**src/rtl/timer_irq_stat_pkg.sv**
```systemverilog
package timer_irq_stat_pkg;

    localparam int unsigned REG_W = 32;

    // Per-channel update request built from the word-level inputs.
    typedef struct packed {
        logic set;   // expiry seen this cycle
        logic arm;   // expiry seen while enabled: raise the line
        logic clr;   // write-one-to-clear on this channel's status
    } ch_evt_t;

    function automatic ch_evt_t make_evt(input logic expiry,
                                         input logic enabled,
                                         input logic wr_stb,
                                         input logic clr_bit);
        ch_evt_t e;
        e.set = expiry;
        e.arm = expiry & enabled;
        e.clr = wr_stb & clr_bit;
        return e;
    endfunction

endpackage

```
**src/rtl/timer_irq_stat_enable.sv**
```systemverilog
module timer_irq_stat_enable #(
    parameter int unsigned NCH = 5
) (
    input  logic           clk,
    input  logic           rst,
    input  logic           wr_en,
    input  logic [NCH-1:0] wr_en_bits,
    output logic [NCH-1:0] en_q
);
    always_ff @(posedge clk) begin
        if (rst) begin
            en_q <= '0;
        end else if (wr_en) begin
            en_q <= wr_en_bits;
        end
    end
endmodule

```
**src/rtl/timer_irq_stat_chan.sv**
```systemverilog
module timer_irq_stat_chan
    import timer_irq_stat_pkg::*;
(
    input  logic    clk,
    input  logic    rst,
    input  ch_evt_t evt,
    output logic    status_q,
    output logic    irq_q
);
    logic status_d;
    logic irq_d;
    logic drop;

    // A clear that really takes the flag down; a same-cycle set wins.
    assign drop = evt.clr & ~evt.set & status_q;

    always_comb begin
        status_d = status_q;
        if (evt.clr) status_d = 1'b0;
        if (evt.set) status_d = 1'b1;

        irq_d = irq_q;
        if (drop)    irq_d = 1'b0;
        if (evt.arm) irq_d = 1'b1;
    end

    always_ff @(posedge clk) begin
        if (rst) begin
            status_q <= 1'b0;
            irq_q    <= 1'b0;
        end else begin
            status_q <= status_d;
            irq_q    <= irq_d;
        end
    end
endmodule

```
**src/rtl/timer_irq_stat_readback.sv**
```systemverilog
module timer_irq_stat_readback
    import timer_irq_stat_pkg::*;
#(
    parameter int unsigned NCH = 5
) (
    input  logic [NCH-1:0]   en,
    input  logic [NCH-1:0]   status,
    output logic [REG_W-1:0] word
);
    localparam int unsigned PAD_W = REG_W - 2 * NCH;

    assign word = {{PAD_W{1'b0}}, status, en};
endmodule

```
**src/rtl/timer_irq_stat.sv**
```systemverilog
module timer_irq_stat
    import timer_irq_stat_pkg::*;
#(
    parameter int unsigned NCH = 5
) (
    input  logic             clk,
    input  logic             rst,
    input  logic             wr_en,
    input  logic [REG_W-1:0] wr_data,
    input  logic [NCH-1:0]   expire,
    output logic [REG_W-1:0] rd_data,
    output logic [NCH-1:0]   irq
);
    localparam int unsigned ST_LO = NCH;
    localparam int unsigned ST_HI = 2 * NCH - 1;

    logic [NCH-1:0] en_q;
    logic [NCH-1:0] status_q;
    logic [NCH-1:0] clr_bits;
    logic           unused_hi;

    assign clr_bits  = wr_data[ST_HI:ST_LO];
    assign unused_hi = ^wr_data[REG_W-1:ST_HI+1];

    timer_irq_stat_enable #(.NCH(NCH)) u_enable (
        .clk        (clk),
        .rst        (rst),
        .wr_en      (wr_en),
        .wr_en_bits (wr_data[NCH-1:0]),
        .en_q       (en_q)
    );

    for (genvar g = 0; g < NCH; g++) begin : g_ch
        ch_evt_t evt;
        assign evt = make_evt(expire[g], en_q[g], wr_en, clr_bits[g]);

        timer_irq_stat_chan u_chan (
            .clk      (clk),
            .rst      (rst),
            .evt      (evt),
            .status_q (status_q[g]),
            .irq_q    (irq[g])
        );
    end

    timer_irq_stat_readback #(.NCH(NCH)) u_readback (
        .en     (en_q),
        .status (status_q),
        .word   (rd_data)
    );
endmodule

```
**config.mk**
```make
export PLATFORM = sky130hd
export DESIGN_NAME = timer_irq_stat
export DESIGN_NICKNAME = d
export VERILOG_FILES = /design/src/rtl/timer_irq_stat_pkg.sv /design/src/rtl/timer_irq_stat_enable.sv /design/src/rtl/timer_irq_stat_chan.sv /design/src/rtl/timer_irq_stat_readback.sv /design/src/rtl/timer_irq_stat.sv
export SDC_FILE = /design/constraint.sdc
export NUM_CORES = 1
export LEC_CHECK = 0
export BUFFER_PORTS_ARGS = -buffer_cell sky130_fd_sc_hd__clkbuf_2
export CORE_UTILIZATION = 40
export CTS_BUF_LIST = sky130_fd_sc_hd__clkbuf_4 sky130_fd_sc_hd__clkbuf_8
export DETAILED_ROUTE_END_ITERATION = 6
export MAX_ROUTING_LAYER = met4
export PLACE_DENSITY = 0.86
export SLEW_MARGIN = 20
export SYNTH_ARGS = -nofsm -noshare
export SYNTH_HDL_FRONTEND = slang
export SYNTH_SLANG_ARGS = --single-unit
```
**constraint.sdc**
```tcl
create_clock -name clk -period 2.4 [get_ports clk]
set_clock_uncertainty 0.15 [all_clocks]
set_input_delay 0.48 -clock clk [delete_from_list [all_inputs] [get_ports clk]]
set_output_delay 0.48 -clock clk [all_outputs]
set_load 0.01 [all_outputs]
```
==> impl_metrics.py <==
metrics = {
    "setup_path": {
        "critPathKind": "register to output port",
        "worst-path-buf-inv": 1,
        "path_depth": 1,
        "r2r_cells": 2,
        "endpoint_kind": "output port",
        "critPathTopFamily": "flip-flops",
        "cp_cell_sequence": "clkbuf_2",
        "r2r-start": "g_ch[4].u_chan.status_q",
        "cp_max_fo": 3,
        "reg2reg_slack_ns": 1.47,
        "cpMaxStageDelayCell": "dfxtp_1",
        "crit_arrival_ns": 0.79,
        "cp.required_ns": 1.77,
        "worst_r2r_endpoint": "g_ch[4].u_chan.irq_q",
        "crit_path_start_kind": "register",
        "slowest_delay_ns": 0.37,
    },
    "global_route": {
        "grt_pass1_wl_mm": 1.98,
        "grt_max_degree": 16,
        "antenna_found_initial": 0,
        "grt_use_total": 0.129,
        "overflow": 0,
        "grt_pass1_vias": 475,
    },
    "power": {
        "p_leak_nw": 0.489,
        "power_density_nw_per_um2": 579,
        "vdd_drop_max_mv": 0.291,
        "power.total_mw": 0.512,
    },
    "sta": {
        "fin_crit_sh": 0.592,
        "rsz0062_at_grt": "no",
        "tns_ns": 0,
        "layout_min_cycle_time_ns": 1.42,
        "hold_viol": 0,
        "clock.fmax_ghz": 0.704,
        "finalMaxSlewViolations": 0,
        "final-setup-viol-count": 0,
    },
    "synthesis": {
        "synth_top_area_share": 0.358,
        "synth_seq_cells": 15,
        "synth.yosys.seq_area_share": 0.358,
        "yosys_warnings": 0,
        "netlist_area_um2": 838,
        "synth.top_cells.by_area": "dfxtp_1, buf_4, a21boi_2",
        "synth_largest_area_cell": "dfxtp_1",
        "postSynthAreaPerCell_um2": 9.86,
        "synthCells": 85,
        "synth.distinct_cells": 13,
    },
    "route": {
        "num_vias": 582,
        "drt_iter0_markers": 8,
        "drt-total-wl_mm": 1.27,
        "routed_via_density": 4.31,
        "drtPass1Iterations": 4,
        "wl_per_cell_um": 9.43,
        "drtAntennaViolNets": 0,
        "drc": 0,
    },
    "clock_network": {
        "cts_root_buffer": "clkbuf_4",
        "cts-resized-gates": 0,
        "post-cts-setup-buffers": 0,
        "cts.clk_slew.worst_paths_ns": 0.08,
        "clock_path_buffers": 2,
        "htree_levels": 1,
        "hold_buffers": 0,
        "cts_tree": "built",
        "cts_sinks": 15,
        "clk_latency_ns": 0.27,
        "cts_buffers": 3,
    },
    "flow_run": {
        "cap_viol_max_count": 0,
    },
    "place": {
        "gp_congestion": 0.668,
        "port_buffers": 32,
        "post-dp-hpwl_mm": 1.01,
        "placed_area_um2": 855,
    },
    "worst_hold_path": {
        "min_from": "wr_data[2]",
        "holdPathEnd": "u_enable.en_q[2]",
        "holdPathStages": 3,
        "hold_path_class": "primary input to register",
    },
    "floorplanning": {
        "num_rows": 16,
        "core_area_um2": 1960,
        "ios": 77,
        "dieArea_um2": 2280,
        "initial_core_util": 0.427,
        "die_height_um": 47.8,
        "die_w_um": 47.8,
    },
    "cells_and_area": {
        "num_antenna_cells": 0,
        "synthToLayoutAreaGrowth_pct": 5.52,
        "nNetsFinal": 149,
        "final_design_area_no_fill_um2": 885,
        "drive_above_1_share": 0.398,
    },
    "outcome": {
        "status": "finished clean",
    },
}
## registers in the layout, indices dropped and copies added, names as in the netlist
name                  count
g_ch.u_chan.irq_q         5
g_ch.u_chan.status_q      5
u_enable.en_q             5
## how the worst max path moves through the flow
stage                           from                    to  slack, ns
finish              u_enable.en_q[0]            rd_data[0]       0.98
global route        u_enable.en_q[0]            rd_data[0]       0.94
CTS                 u_enable.en_q[0]            rd_data[0]       0.98
detailed placement             wr_en  g_ch[4].u_chan.irq_q       0.92
global placement               wr_en  g_ch[3].u_chan.irq_q       0.97
floorplan                      wr_en      u_enable.en_q[0]       1.30
## where the power goes
group          switching (mW)  total [mW]  leakage, nW  internal [mW]
Clock                  0.0739       0.150       0.0184         0.0756
Sequential            0.00964       0.273        0.124          0.264
Combinational          0.0510      0.0894        0.346         0.0384
Total                   0.135       0.512        0.489          0.378
## synth_stat cells (all sizes together)
master  number
nor3         5
o21ba        5
buf         34
dfxtp       15
and4b        5
nor2         5
a21boi       5
mux2i        5
a21oi        5
conb         1
## kinds of logic (layout without fill, tap and decap cells)
logic type / after synthesis / in the layout / synth area share
AOI/OAI and AO/OA: 15 / 15 / 0.157
other: 1 / 22 / 0.00447
buffers and inverters: 34 / 36 / 0.306
muxes: 5 / 5 / 0.0597
DFF: 15 / 15 / 0.358
and+or+nand+nor: 15 / 15 / 0.115
## area by class of cell
class | count | area (um^2)
flip-flops and latches | 15 | 300
well taps | 27 | 33.8
clock buffers | 4 | 30.0
multi-input cells | 57 | 360
fillers | 196 | 1080
repair buffers | 32 | 160
## cell usage in the layout, fill, tap and decap left out, drive strengths merged
cell,instances
a21oi,5
clkbuf,36
a21boi,5
dfxtp,15
nor3,5
nor2,5
mux2i,5
conb,22
o21ba,5
and4b,5
## per-layer routing
metal | GRT usage | up-vias | part of all wire
met5 | - | - | 0
met4 | 0.0500 | 0 | 0
met3 | 0.0226 | 0 | 0.075
met2 | 0.211 | 37 | 0.48
met1 | 0.158 | 258 | 0.44
li1 | - | 287 | -
## per-stage QoR
step	hold WS [ns]	utilization	instances	worst slack, ns
final	0.296	0.451	135	0.980
after global routing	0.297	0.451	135	0.939
after CTS	0.289	0.451	135	0.978
after detailed placement	0.346	0.436	131	0.919
after global placement	0.344	0.436	131	0.975
after floorplan	0.332	-	106	1.30
Power figures use the tool's default switching activity.
